## src/rtl/mxbus_pkg.sv

```systemverilog
package mxbus_pkg;
    localparam int ADDR_W = 16;
    localparam int DATA_W = 8;
    localparam int HI_W   = ADDR_W - DATA_W;

    typedef enum logic [2:0] {
        K_FETCH = 3'd0,
        K_MEMRD = 3'd1,
        K_MEMWR = 3'd2,
        K_IORD  = 3'd3,
        K_IOWR  = 3'd4,
        K_INTA  = 3'd5,
        K_HALT  = 3'd6,
        K_RSVD  = 3'd7
    } kind_e;

    typedef enum logic [3:0] {
        PH_IDLE, PH_T1, PH_T2, PH_TW, PH_T3,
        PH_T4, PH_T5, PH_T6, PH_HALT, PH_HOLD
    } phase_e;

    typedef struct packed {
        phase_e              phase;
        logic [2:0]          kind;
        logic [ADDR_W-1:0]   addr;
        logic [DATA_W-1:0]   wdata;
        logic                long_fetch;
        logic [DATA_W-1:0]   rdata;
    } seq_s;

    function automatic logic kind_is_halt(input logic [2:0] k);
        return (k == K_HALT) || (k == K_RSVD);
    endfunction
endpackage

```

## src/rtl/mxbus_status_enc.sv

```systemverilog
module mxbus_status_enc
    import mxbus_pkg::*;
(
    input  logic [2:0] kind,
    output logic       io_m,
    output logic       s1,
    output logic       s0,
    output logic       is_fetch,
    output logic       is_rd,
    output logic       is_wr,
    output logic       is_inta,
    output logic       is_io
);
    always_comb begin
        {io_m, s1, s0} = 3'b000;
        is_fetch = 1'b0;
        is_rd    = 1'b0;
        is_wr    = 1'b0;
        is_inta  = 1'b0;
        is_io    = 1'b0;
        case (kind)
            K_FETCH: begin {io_m, s1, s0} = 3'b011; is_fetch = 1'b1; is_rd = 1'b1; end
            K_MEMRD: begin {io_m, s1, s0} = 3'b010; is_rd = 1'b1; end
            K_MEMWR: begin {io_m, s1, s0} = 3'b001; is_wr = 1'b1; end
            K_IORD:  begin {io_m, s1, s0} = 3'b110; is_rd = 1'b1; is_io = 1'b1; end
            K_IOWR:  begin {io_m, s1, s0} = 3'b101; is_wr = 1'b1; is_io = 1'b1; end
            K_INTA:  begin {io_m, s1, s0} = 3'b111; is_inta = 1'b1; end
            default: {io_m, s1, s0} = 3'b000;
        endcase
    end
endmodule

```

## src/rtl/mxbus_addr_place.sv

```systemverilog
module mxbus_addr_place
    import mxbus_pkg::*;
#(
    parameter bit DUP_IO = 1'b1
) (
    input  logic [ADDR_W-1:0] addr,
    input  logic              is_io,
    output logic [HI_W-1:0]   hi,
    output logic [DATA_W-1:0] lo
);
    assign lo = addr[DATA_W-1:0];
    generate
        if (DUP_IO) begin : g_dup
            assign hi = is_io ? addr[HI_W-1:0] : addr[ADDR_W-1:DATA_W];
        end else begin : g_plain
            logic unused_io;
            assign unused_io = is_io;
            assign hi = addr[ADDR_W-1:DATA_W];
        end
    endgenerate
endmodule

```

## src/rtl/mxbus_sequencer.sv

```systemverilog
module mxbus_sequencer
    import mxbus_pkg::*;
(
    input  logic              clk,
    input  logic              rst_n,
    input  logic              req_valid,
    input  logic [2:0]        req_kind,
    input  logic [ADDR_W-1:0] req_addr,
    input  logic [DATA_W-1:0] req_wdata,
    input  logic              req_long,
    output logic              req_take,
    output logic              done,
    output logic [DATA_W-1:0] rd_data,
    input  logic              ready_in,
    input  logic              hold_in,
    output logic              hlda,
    output logic [HI_W-1:0]   a_hi,
    output logic              a_hi_oe,
    output logic [DATA_W-1:0] ad_out,
    output logic              ad_oe,
    input  logic [DATA_W-1:0] ad_in,
    output logic              ale,
    output logic              io_m,
    output logic              io_m_oe,
    output logic              s1,
    output logic              s0,
    output logic              ctl_oe,
    output logic              rd_n,
    output logic              wr_n,
    output logic              inta_n
);
    seq_s q, d;

    logic enc_io_m, enc_s1, enc_s0;
    logic is_fetch, is_rd, is_wr, is_inta, is_io;
    logic [HI_W-1:0]   hi_byte;
    logic [DATA_W-1:0] lo_byte;

    mxbus_status_enc enc_i (
        .kind(q.kind), .io_m(enc_io_m), .s1(enc_s1), .s0(enc_s0),
        .is_fetch(is_fetch), .is_rd(is_rd), .is_wr(is_wr),
        .is_inta(is_inta), .is_io(is_io)
    );

    mxbus_addr_place #(.DUP_IO(1'b1)) place_i (
        .addr(q.addr), .is_io(is_io), .hi(hi_byte), .lo(lo_byte)
    );

    logic final_st, in_cycle, strobe_st, take;

    assign final_st = (q.phase == PH_T3 && !is_fetch)
                   || (q.phase == PH_T4 && is_fetch && !q.long_fetch)
                   || (q.phase == PH_T6);
    assign in_cycle = q.phase inside {PH_T1, PH_T2, PH_TW, PH_T3, PH_T4, PH_T5, PH_T6};
    assign strobe_st = (q.phase == PH_T2) || (q.phase == PH_TW);
    assign req_take = !hold_in && (q.phase == PH_IDLE || q.phase == PH_HALT || final_st);
    assign take = req_take && req_valid;

    always_comb begin
        d = q;
        case (q.phase)
            PH_T1:        d.phase = PH_T2;
            PH_T2, PH_TW: begin
                if (ready_in) begin
                    d.phase = PH_T3;
                    if (!is_wr) d.rdata = ad_in;
                end else begin
                    d.phase = PH_TW;
                end
            end
            PH_T3:        d.phase = PH_T4;
            PH_T4:        d.phase = PH_T5;
            PH_T5:        d.phase = PH_T6;
            PH_HOLD:      if (!hold_in) d.phase = PH_IDLE;
            default:      d.phase = q.phase;
        endcase
        if (q.phase == PH_IDLE || q.phase == PH_HALT || final_st) begin
            if (take) begin
                d.kind       = req_kind;
                d.addr       = req_addr;
                d.wdata      = req_wdata;
                d.long_fetch = req_long;
                d.phase      = kind_is_halt(req_kind) ? PH_HALT : PH_T1;
            end else if (hold_in) begin
                d.phase = PH_HOLD;
            end else if (final_st) begin
                d.phase = PH_IDLE;
            end
        end
    end

    always_ff @(posedge clk or negedge rst_n) begin
        if (!rst_n) begin
            q <= '{phase: PH_IDLE, default: '0};
        end else begin
            q <= d;
        end
    end

    assign ale     = rst_n && (q.phase == PH_T1);
    assign a_hi    = hi_byte;
    assign a_hi_oe = rst_n && in_cycle;
    assign ad_out  = (q.phase == PH_T1) ? lo_byte : q.wdata;
    assign ad_oe   = rst_n && ((q.phase == PH_T1)
                   || (is_wr && (strobe_st || q.phase == PH_T3)));
    assign io_m    = enc_io_m;
    assign io_m_oe = rst_n && in_cycle;
    assign s1      = in_cycle ? enc_s1 : 1'b0;
    assign s0      = in_cycle ? enc_s0 : 1'b0;
    assign ctl_oe  = rst_n && !(q.phase == PH_HALT || q.phase == PH_HOLD);
    assign rd_n    = !(strobe_st && is_rd);
    assign wr_n    = !(strobe_st && is_wr);
    assign inta_n  = !(strobe_st && is_inta);
    assign hlda    = rst_n && (q.phase == PH_HOLD);
    assign done    = rst_n && final_st;
    assign rd_data = q.rdata;

    AST_STATUS_STABLE: assert property (@(posedge clk) disable iff (!rst_n)
        (io_m_oe && !ale && $past(io_m_oe)) |-> $stable({io_m, s1, s0}));
    AST_ONE_STROBE: assert property (@(posedge clk) disable iff (!rst_n)
        $onehot0({~rd_n, ~wr_n, ~inta_n}));
    AST_WAIT_HOLDS_STROBE: assert property (@(posedge clk) disable iff (!rst_n)
        (!(rd_n && wr_n && inta_n) && !ready_in) |=> (!(rd_n && wr_n && inta_n)
            && $stable({rd_n, wr_n, inta_n})));
    AST_IO_DUP: assert property (@(posedge clk) disable iff (!rst_n)
        (ale && io_m && !(s1 && s0)) |-> (a_hi == ad_out));
    AST_HOLD_FLOAT: assert property (@(posedge clk) disable iff (!rst_n)
        hlda |-> (!a_hi_oe && !ad_oe && !ctl_oe && !io_m_oe && !ale && !req_take));
    AST_HOLD_AFTER_DONE: assert property (@(posedge clk) disable iff (!rst_n)
        (done && hold_in) |=> hlda);
    AST_ALE_DRIVES: assert property (@(posedge clk) disable iff (!rst_n)
        ale |-> (ad_oe && a_hi_oe && !done));
endmodule

```

## config.mk

```make
export PLATFORM = sky130hd
export DESIGN_NAME = mxbus_sequencer
export DESIGN_NICKNAME = d
export VERILOG_FILES = /design/src/rtl/mxbus_pkg.sv /design/src/rtl/mxbus_status_enc.sv /design/src/rtl/mxbus_addr_place.sv /design/src/rtl/mxbus_sequencer.sv
export SDC_FILE = /design/constraint.sdc
export NUM_CORES = 1
export LEC_CHECK = 0
export BUFFER_PORTS_ARGS = -buffer_cell sky130_fd_sc_hd__buf_2
export CAP_MARGIN = 20
export CORE_ASPECT_RATIO = 0.75
export CORE_MARGIN = 2
export CORE_UTILIZATION = 35
export DETAILED_ROUTE_END_ITERATION = 10
export RECOVER_POWER = 25
export SETUP_SLACK_MARGIN = 0.5
export SLEW_MARGIN = 40
export SYNTH_ARGS = -nofsm -noshare
export SYNTH_HDL_FRONTEND = slang
export SYNTH_SLANG_ARGS = --single-unit
```

## constraint.sdc

```tcl
create_clock -name clk -period 2.53 [get_ports clk]
set_clock_uncertainty 0.05 [all_clocks]
set_input_delay 0 -clock clk [delete_from_list [all_inputs] [get_ports clk]]
set_output_delay 0 -clock clk [all_outputs]
set_load 0.05 [all_outputs]
```

-- Yosys cells after proc, flatten, opt, wreduce, memory -nomap -nowiden
Cells that the tools add are included.
- register bits: 40
- word-level logic and storage cells: 87
- output and inout bits: 38
- input port bits: 41
- bitwise logic cells: 1
- muxes and demuxes: 21
- equal/unequal tests: 16
- reduce and logical (&&, ||, !) cells: 43
- operators with widths (operator ; number):
    $mux 32 ; 1
    $mux 28 ; 1
    $pmux 4 s6 ; 1
    $mux 4 ; 5
    $eq 4x3->1 const B ; 4
    $mux 8 ; 2
    $logic_and 1x1->1 ; 15
    $eq 3x3->1 const B ; 4
    $mux 1 ; 10
    $logic_or 1x1->1 ; 9
    $eq 4x2->1 const B ; 2
    $eq 4x4->1 const B ; 2
    $reduce_or 4->1 ; 2
    $logic_not 1->1 ; 7
    $reduce_bool 7->1 ; 1
    $eq 3x2->1 const B ; 2
    $reduce_or 2->1 ; 3
    $reduce_or 3->1 ; 2
    $eq 4x1->1 const B ; 1
    $logic_not 4->1 ; 1
    $eq 3x1->1 const B ; 1
    $logic_not 3->1 ; 1
    $mux 3 ; 1
    $reduce_and 3->1 ; 1
    other kinds (2) ; 2

-- Logic depth before layout (Yosys ltp)
Gate-level depths: netlist of the first run.
- word-level depth: 11
- gate-level depth with buffers: 8
- gate-level depth less buffers: 5

-- Cells and area by module
A second synthesis of the first run with hierarchy kept.
- cells, all modules: 189
- area, all modules: 2322.2 um2
- by module, submodules not included (module ; seq. area each (um2) ; area an instance (um2) ; times used ; cells each):
    mxbus_sequencer ; 1001.0 ; 2054.5 ; 1 ; 158
    mxbus_addr_place ; 0.0 ; 191.4 ; 1 ; 17
    mxbus_status_enc ; 0.0 ; 76.3 ; 1 ; 14

-- Worst setup path before layout of the first run
OpenSTA, ideal clock, no wires.
- path type: register to register
- from: register q[37] (netlist bit)
- to: register q[13] (netlist bit)
- data required time: 2.355 ns
- setup time: 0.125 ns
- stages on the path, launching flop included: 9
- buffers on the path: 3
- clock period less this slack: 2.434 ns
- arrival: 2.259 ns
- setup slack: 0.096 ns
- cell sequence: dfrtp_1 buf_2 nor3_4 a31oi_1 a31oi_2 and2_4 buf_12 buf_12 mux2_4
- word-level cells in the longest chain between the ends: 9
- elaborated cells between the ends (all ways): 15
- classes of those cells: eq/ne: 4; reduce/logical: 11
- RTL lines (what ; RTL line ; text):
    start, declared ; mxbus_sequencer.sv:32 ; seq_s q, d;
    start signal, assigned ; mxbus_sequencer.sv:94 ; q <= '{phase: PH_IDLE, default: '0};
    start signal, assigned ; mxbus_sequencer.sv:96 ; q <= d;
    $eq 4x3->1 ; mxbus_sequencer.sv:52 ; || (q.phase == PH_T4 && is_fetch && !q.long_fetch)
    $logic_and 1x1->1 (2 in series) ; mxbus_sequencer.sv:52 ;
    $logic_or 1x1->1 ; mxbus_sequencer.sv:52 ;
    $logic_or 1x1->1 ; mxbus_sequencer.sv:53 ; || (q.phase == PH_T6);
    $logic_or 1x1->1 * ; mxbus_sequencer.sv:56 ; assign req_take = !hold_in && (q.phase == PH_IDLE || q.phase == PH_HALT || final_st);
    $logic_and 1x1->1 * ; mxbus_sequencer.sv:56 ;
    via req_take ; mxbus_sequencer.sv:11 ; output logic req_take,
    $logic_and 1x1->1 * ; mxbus_sequencer.sv:57 ; assign take = req_take && req_valid;
    $reduce_and 2->1 (no source line) * ; n/a ;
Mark *: on every way through the listed nets, which the timed path passes. The rest lies on a longest branch.
A chain may end at the register's enable or synchronous reset.

-- Final worst setup path of the first run
- from: register q[37] (netlist bit)
- to: output port ad_out[1]
- word-level cells in the longest chain between the ends: 2
- RTL lines (what ; RTL line ; text):
    $eq 4x1->1 ; mxbus_sequencer.sv:103 ; assign ad_out = (q.phase == PH_T1) ? lo_byte : q.wdata;
    $mux 8 ; mxbus_sequencer.sv:103 ;
    end, declared ; mxbus_sequencer.sv:19 ; output logic [DATA_W-1:0] ad_out,
Every way passes these cells.

==> impl_metrics.json, run 1 <==
{
  "rsz0062_at_grt": "yes",
  "hold_viol_final": 0,
  "synth_seq_cells": 40,
  "syn_area_per_cell_um2": 12.8,
  "yosysSeqAreaShare_pct": 44.6,
  "r2r_slack_ps": 540,
  "drt-initial-drc-count": 64,
  "utilization_pct": 52.2,
  "grt-ovfl-total": 0,
  "final_cells": 377,
  "setup_violations": 0,
  "netlist_area_mm2": 0.00224,
  "cts_buffer_depth": 2,
  "status": "complete, no violations",
  "clock-root-buffer": "clkbuf_8",
  "areaGrowthSynthToFinish_pct": 45.5,
  "power.density_mw_per_mm2": 1480,
  "drc": 0,
  "netlist.area_leader.share_pct": 44.6,
  "synth_warnings": 0,
  "clk_latency_ps": 290,
  "drv_slew": 0,
  "yosysTopAreaCell": "dfrtp_1",
  "layout_min_cycle_time_ps": 2020,
  "antenna_found_initial": 0,
  "fill_cells": 562,
  "vias": 1750,
  "crit_type": "register to primary output",
  "grt_max_degree": 29,
  "max_freq_mhz": 496,
  "worst_hold_slack_ps": 320,
  "r2r-end": "q[10]",
  "fin_crit_sh_pct": 79.8,
  "critPathLaunchType": "register",
  "vias_per_cell": 4.64,
  "relSlewSlack_pct": 35.4,
  "cts_made_buffers": 5,
  "dpl.cell_count": 321,
  "tightest_slew_ps": 969,
  "drt-wirelength-per-cell_um": 13.9,
  "synth_area_leaders": "dfrtp_1 (45%), mux2_2 (16%), mux2_4 (13%), buf_4 (3.0%), buf_12 (2.7%)",
  "p_leak_nw": 1.50,
  "fin_tns_setup_ps": 0,
  "cp.arrival_ps": 1970,
  "cts_tree": "yes",
  "cts_htree_levels": 2,
  "p_total_mw": 4.82,
  "die_x_um": 96.5,
  "multi_input_area_mm2": 0.00113,
  "place_congestion": 0.771,
  "synthArstFlopShare_pct": 100,
  "critPathRequiredTime_ps": 2480,
  "synthMostInstantiatedCell": "dfrtp_1",
  "endpoint_kind": "primary output",
  "clkSlewWorstSetupHoldPaths_ps": 80,
  "core_mm2": 0.00626,
  "synth_edf_count": 0,
  "start_util_pct": 35.9,
  "dieArea_mm2": 0.00708,
  "drive_above_1_share_pct": 55.4,
  "ant_nets": 0,
  "routed_wl_um": 5220,
  "num_antenna_cells": 0,
  "dr.pass1.iters": 4,
  "critPathCapture": "ad_out[1]",
  "worst_ir_drop_vdd_v": 0.000810,
  "ff_latch_area_mm2": 0.00101,
  "num_rows": 25,
  "place_hpwl_um": 3420,
  "clock_sinks": 40,
  "syn-instance-count": 176,
  "syn-num-nets": 217,
  "max_cap_violations": 0,
  "grt_pass1_vias": 1668,
  "r2r_start": "q[38]",
  "die_y_um": 73.4,
  "synth_common_cells": "dfrtp_1 (40), mux2_2 (32), mux2_4 (20)",
  "nets": 336,
  "critPathLaunch": "q[37]",
  "place.port_buffers": 78,
  "hold_path_class": "input port to async pin",
  "grt_first_pass_wirelength_um": 8380,
  "ios": 79,
  "synth_cell_types": 38,
  "ys.flop_type": "dfrtp_1",
  "r2r.worst_path.cells": 5,
  "grt_use_total_pct": 15.6,
  "crit_path_max_fanout": 10
}
-- repair_timing --
item / 4_1_cts / 5_1_grt
buffers inserted: 3 / 4
endpoints found under the hold margin: 51 / 0
gates resized for setup: 11 / 12
setup endpoints to repair: 44 / 52
pin swaps: 1 / 2
hold buffers: 40 / 0
gates cloned: 1 / 0
-- power breakdown --
part / switching [mW] / total [mW] / internal (mW)
sequential: 0.257 / 1.22 / 0.964
combinational: 1.85 / 3.03 / 1.18
clock: 0.223 / 0.571 / 0.348
total: 2.33 / 4.82 / 2.49
-- final cells by class --
type | count | share of cell area (%)
clock buffers | 7 | 2.95
clock inverters | 1 | 0.920
multi-input cells | 117 | 34.7
flip-flops and latches | 40 | 30.9
repair buffers | 128 | 27.1
inverters | 3 | 0.345
well taps | 81 | 3.10
-- through the flow --
stage	setup slack (ps)	area [um^2]
global route	372	3270
CTS	501	3210
floorplan	337	2270
finish	512	3270
detailed placement	321	2620
global placement	367	2620
-- per-layer routing --
metal,track usage [%],vias up,part of all wire (%)
met1,21.6,829,48
met5,0,-,0
li1,-,858,-
met2,23.8,56,45
met4,5.01,0,1.1
met3,4.31,7,5.8
-- worst min-delay path by stage --
stage	startpoint	end	slack [ps]
2_1_floorplan	rst_n	q[10]	-350
3_3_place_gp	rst_n	rd_data[5]	-110
3_5_place_dp	rst_n	rd_data[5]	-100
4_1_cts	rst_n	rd_data[5]	100
5_1_grt	req_addr[10]	q[27]	410
6_report	rst_n	rd_data[4]	320
-- sequential cells by signal, indices dropped and copies added (netlist names) --
| signal | count |
|---|---|
| q | 32 |
| rd_data | 8 |
-- cells in the final DEF, fill, tap and decap left out, types with 6 or more instances in the layout --
cell type	n
buf_2	62
dlygate4sd3_1	40
dfrtp_1	34
mux2_2	31
mux2_4	21
buf_4	14
clkbuf_1	9
nor2_1	8
a21oi_1	8
clkbuf_8	7
dfrtp_2	6
-- worst max-delay path: stages (launching register included) --
cell and delay (ps):
dfrtp_2 470, or2b_1 290, nor3_2 150, buf_6 190
mux2_2 350, buf_2 220
-- kinds of logic after synthesis --
logic type             count (synthesis)  share of synthesized area, %
muxes                                 53                          29.9
and+or+nand+nor                       42                          11.5
DFF                                   40                          44.6
AOI/OAI and AO/OA                     21                          6.30
buffers and inverters                 20                          7.75
Note: power is estimated with default switching activity, not from simulation.
==> run 2, diff against run 1 <==
- clock period: 2.53 -> 1.7 ns (I/O delays scaled with it)
==> run 2 against run 1 <==
Compared with the run above:
- the flow now finishes with violations (negative setup slack)
- die area unchanged
- highest routed layer unchanged
- sequential power increased by 44%
- critical endpoint is now a_hi[1]
- largest cell class is now buffers
- worst hold slack got worse by 310 ps
- first-iteration DRC count increased by 16%
- non-clock buffer count increased by 46
- sequential cell count unchanged
- wire length increased by 35%
==> impl_metrics.json, run 2 (synthesis gave the netlist of run 1 again) <==
{
  "status": "complete, but fails checks",
  "violations": "negative setup slack",
  "max_freq_mhz": 504,
  "dr.pass1.iters": 4,
  "crit_path_max_fanout": 8,
  "die_x_um": 96.5,
  "endpoint_kind": "primary output",
  "power.density_mw_per_mm2": 2240,
  "rsz0062_at_grt": "yes",
  "place_area_mm2": 0.00291,
  "cts_htree_levels": 2,
  "clk_latency_ps": 290,
  "p_leak_nw": 1.98,
  "preCtsSetupSlack_ps": -200,
  "switching_share_pct": 44.8,
  "vias": 2023,
  "cts_buffer_depth": 2,
  "critPathRequiredTime_ps": 1650,
  "max_cap_violations": 0,
  "grt_pass1_vias": 1987,
  "cp.arrival_ps": 1930,
  "num_rows": 25,
  "setup_violations": 62,
  "relSlewSlack_pct": 63.9,
  "tightest_slew_ps": 542,
  "drt-initial-drc-count": 74,
  "grt-ovfl-total": 0,
  "fin_tns_setup_ps": -11610,
  "hold_path_class": "input port to register",
  "seqPwrFrac_pct": 18.7,
  "drt-wirelength-per-cell_um": 16.7,
  "vias_per_cell": 4.79,
  "fin_crit_sh_pct": 117,
  "switchingPower_mw": 4.21,
  "drive_above_1_share_pct": 68.9,
  "core_mm2": 0.00626,
  "die_y_um": 73.4,
  "nets": 381,
  "final_cells": 422,
  "timing.final.ws_setup_ps": -282,
  "place_hpwl_um": 3810,
  "clock-root-buffer": "clkbuf_8",
  "comb_power_share_pct": 74.0,
  "worst_ir_drop_vdd_v": 0.00123,
  "dieArea_mm2": 0.00708,
  "antenna_found_initial": 0,
  "num_antenna_cells": 0,
  "grt_first_pass_wirelength_um": 10100,
  "cts_made_buffers": 5,
  "crit_type": "register to primary output",
  "top_register": "q",
  "dpl.cell_count": 345,
  "fill_cells": 472,
  "drv_slew": 0,
  "grt_max_degree": 14,
  "critPathLaunchType": "register",
  "layout_min_cycle_time_ps": 1980,
  "pwr-share-clk_pct": 7.3,
  "grt_use_total_pct": 19.1,
  "ant_nets": 0,
  "finalInstanceArea_mm2": 0.00420,
  "areaGrowthSynthToFinish_pct": 87.1,
  "cts_tree": "yes",
  "layout_common_cells": "mux2_4 (49), buf_2 (47), dlygate4sd3_1 (40)",
  "clock_sinks": 40,
  "drc": 0,
  "largest_reg_flops": 32,
  "place.port_buffers": 78,
  "ios": 79,
  "start_util_pct": 35.9,
  "internal_power_mw": 5.19,
  "place_congestion": 0.777,
  "clkSlewWorstSetupHoldPaths_ps": 80,
  "final_common_cell": "mux2_4",
  "hold_viol_final": 0,
  "utilization_pct": 67.1,
  "routed_wl_um": 7070
}
==> run 2: cell count changes in the layout (fill, tap and decap cells not counted), sizes merged <==
cell	delta
clkbuf	-7
clkinvlp	+1
bufinv	-1
buf	+53
and2	-1
==> run 2: path summary, 6_finish.rpt <==
kind | startpoint | end | slack, ps | cells past startpoint
hold reg to reg | rd_data[4] | rd_data[4] | 460 | 1
min in group asynchronous | rst_n | q[39] | 500 | 2
setup / recovery | q[35] | a_hi[1] | -280 | 7
setup reg to reg | q[37] | q[27] | -240 | 8
max in group asynchronous | rst_n | q[30] | 310 | 3
hold / removal | hold_in | q[36] | 20 | 3
==> run 2: final cells by class <==
type | instances | area (um^2) | area share [%]
Timing Repair Buffer | 174 | 1600 | 38.2
Multi-Input combinational cell | 116 | 1390 | 33.0
Sequential cell | 40 | 1000 | 23.9
Tap cell | 81 | 101 | 2.41
Clock buffer | 7 | 86.3 | 2.06
Inverter | 3 | 11.3 | 0.268
Clock inverter | 1 | 7.51 | 0.179
==> run 2: what timing repair did <==
action	in CTS	in global routing
resized for setup	92	63
hold endpoints to repair	79	0
cloned	1	1
hold buffers	40	0
endpoints found under the setup margin	70	70
buffers inserted	12	15
pin swaps	9	15
==> run 2: routing by layer <==
| metal | share of wire [%] | global-route usage [%] | wire, um |
|---|---|---|---|
| met1 | 42 | 24.9 | 2970 |
| met2 | 52 | 31.7 | 3690 |
| met3 | 4.2 | 3.90 | 299 |
| met4 | 1.5 | 6.89 | 108 |
| met5 | 0 | 0 | 0 |
==> run 2: stage by stage <==
step                hold WS (ps)  power (mW)
floorplan                   -346        5.61
global placement            -144        6.44
finish                      15.1        9.40
global route                46.7        9.79
detailed placement          -142        6.49
CTS                         1.05        8.45
==> run 2: power groups by stage <==
stage / Sequential (mW) / Combinational (mW) / Clock, mW
floorplan: 1.69 / 3.92 / 0
global placement: 1.74 / 4.70 / 0
detailed placement: 1.77 / 4.72 / 0
CTS: 1.73 / 6.03 / 0.691
global route: 1.81 / 7.25 / 0.726
finish: 1.76 / 6.96 / 0.682
==> run 2: critical path, stage by stage (launching register included) <==
cell	delay, ps
dfrtp_1	410
buf_6	130
nand2b_4	140
or2_4	260
o21ai_4	70
buf_12	160
mux2_4	310
buf_8	150
==> run 3, diff against run 2 <==
- CELL_PAD_IN_SITES_DETAIL_PLACEMENT: default -> 2
- CELL_PAD_IN_SITES_GLOBAL_PLACEMENT: default -> 2
- CORE_UTILIZATION: 35 -> 28
- PLACE_DENSITY_LB_ADDON: default -> 0.1
==> run 3 against run 2 <==
Compared with the run above:
- the run still ends with negative setup slack left
- setup slack worse by 200 ps
- utilization down 11 points
- highest routed layer unchanged
- critical path depth up 1
- largest power group unchanged
- via count increased by 4.5%
- final area is 4.1% higher
- first-iteration DRC count is 42% lower
- non-clock buffer count is 3 higher
- total power up 4.7%
==> impl_metrics.json, run 3 (synthesis gave the netlist of run 1 again) <==
{
  "drt-initial-drc-count": 43,
  "crit_type": "register to register",
  "layout_min_cycle_time_ps": 2180,
  "place_hpwl_um": 4780,
  "worst_ir_drop_vdd_v": 0.00167,
  "critPathTopFamily": "simple AND/OR/NAND/NOR gates",
  "drt-wirelength-per-cell_um": 21.5,
  "path_common_cell": "buf_12",
  "antenna_found_initial": 0,
  "max_stage_delay_ps": 440,
  "cts_buffer_depth": 2,
  "grt-ovfl-total": 0,
  "vias": 2115,
  "clock_sinks": 40,
  "status": "complete, but fails checks",
  "dpl.cell_count": 368,
  "layout_common_cells": "mux2_4 (50), buf_2 (47), buf_6 (46)",
  "die_x_um": 107,
  "critPathRequiredTime_ps": 1840,
  "crit_path_max_fanout": 6,
  "tightest_slew_ps": 543,
  "violations": "negative setup slack",
  "grt_max_degree": 21,
  "ios": 79,
  "crit_buf_inv": 3,
  "place_congestion": 0.828,
  "top_register": "q",
  "hold_start": "hold_in",
  "power.density_mw_per_mm2": 2250,
  "ant_nets": 0,
  "max_cap_violations": 0,
  "max_freq_mhz": 459,
  "clkSlewWorstSetupHoldPaths_ps": 90,
  "place.port_buffers": 78,
  "hold_path_class": "input port to register",
  "dr.pass1.iters": 3,
  "cts_tree": "yes",
  "areaGrowthSynthToFinish_pct": 94.7,
  "die_y_um": 81.5,
  "endpoint_kind": "register",
  "r2r-end": "q[15]",
  "rsz0062_at_grt": "yes",
  "timing.final.ws_setup_ps": -478,
  "fin_crit_sh_pct": 128,
  "holdPathStages": 3,
  "cts_htree_levels": 2,
  "clk_latency_ps": 310,
  "start_util_pct": 28.6,
  "num_antenna_cells": 0,
  "vias_per_cell": 4.71,
  "nets": 384,
  "setup_violations": 69,
  "p_leak_nw": 2.06,
  "largest_reg_flops": 32,
  "dieArea_mm2": 0.00876,
  "critPathLaunchType": "register",
  "critical-path-slowest-cell": "dfrtp_2",
  "num_rows": 28,
  "grt_pass1_vias": 2352,
  "cp.arrival_ps": 2310,
  "final_common_cell": "mux2_4",
  "hold_end": "q[39]",
  "core_mm2": 0.00785,
  "relSlewSlack_pct": 63.8,
  "place_area_mm2": 0.00294,
  "drive_above_1_share_pct": 73.0,
  "routed_wl_um": 9650,
  "r2r.worst_path.cells": 8,
  "clock-root-buffer": "clkbuf_8",
  "r2r_slack_ps": -480,
  "drv_slew": 0,
  "grt_use_total_pct": 19.5,
  "preCtsSetupSlack_ps": -218,
  "cts_made_buffers": 5,
  "finalInstanceArea_mm2": 0.00437,
  "grt_first_pass_wirelength_um": 12900,
  "hold_viol_final": 0,
  "final_cells": 449,
  "r2r_start": "q[36]",
  "path_cells": "buf_6 > nor2_4 > nand3b_1 > a31oi_4 > and2_4 > buf_12 > buf_12 > mux2_4",
  "drc": 0
}
-- run 3: worst max path at each step --
stage | start | slack (ps) | cells past startpoint | to
2_1_floorplan | q[38] | -490 | 8 | q[13]
3_3_place_gp | q[36] | -140 | 6 | q[35]
3_5_place_dp | q[38] | -220 | 6 | q[35]
4_1_cts | q[37] | -340 | 9 | q[35]
5_1_grt | q[37] | -540 | 8 | q[15]
6_report | q[36] | -480 | 8 | q[15]
-- run 3: layout make-up --
type                    instances  area, um^2
flip-flops and latches         40        1000
well taps                     105         131
clock buffers                   6        82.6
inverters                       3        13.8
repair buffers                177        1670
fillers                       733        3480
multi-input cells             116        1450
clock inverters                 2        13.8
-- run 3: metal layers --
layer	track usage [%]	routed length, um	vias to the layer above
li1	-	-	950
met1	23.4	3930	1082
met2	36.4	5200	66
met3	3.73	319	17
met4	4.49	200	0
met5	0	0	-
-- run 3: power by group --
group | switching, mW | internal [mW] | total, mW | leakage, nW
logic | 3.82 | 3.48 | 7.31 | 1.53
registers | 0.394 | 1.43 | 1.82 | 0.480
clock network | 0.384 | 0.333 | 0.717 | 0.0516
-- run 3: timing repair --
item / CTS / global route
cloned: 2 / 0
hold buffers: 37 / 0
pin swaps: 11 / 17
setup buffers: 24 / 10
gates resized for setup: 119 / 48
endpoints found under the setup margin: 70 / 70
endpoints found under the hold margin: 77 / 0
-- run 3: tightest hold or removal path, cell delays in order --
cell     delay, ps
buf_2          150
o21ai_2         80
nand3_2         80
-- run 3: stage by stage --
step	hold slack (ps)	utilization (%)	TNS [ps]	power, mW
global route	3.80	55.7	-25070	10.2
finish	7.33	55.7	-21390	9.84
CTS	5.54	52.3	-14010	8.95
detailed placement	-190	37.5	-6050	6.65
global placement	-185	37.5	-3660	6.57
floorplan	-346	-	-14080	5.61
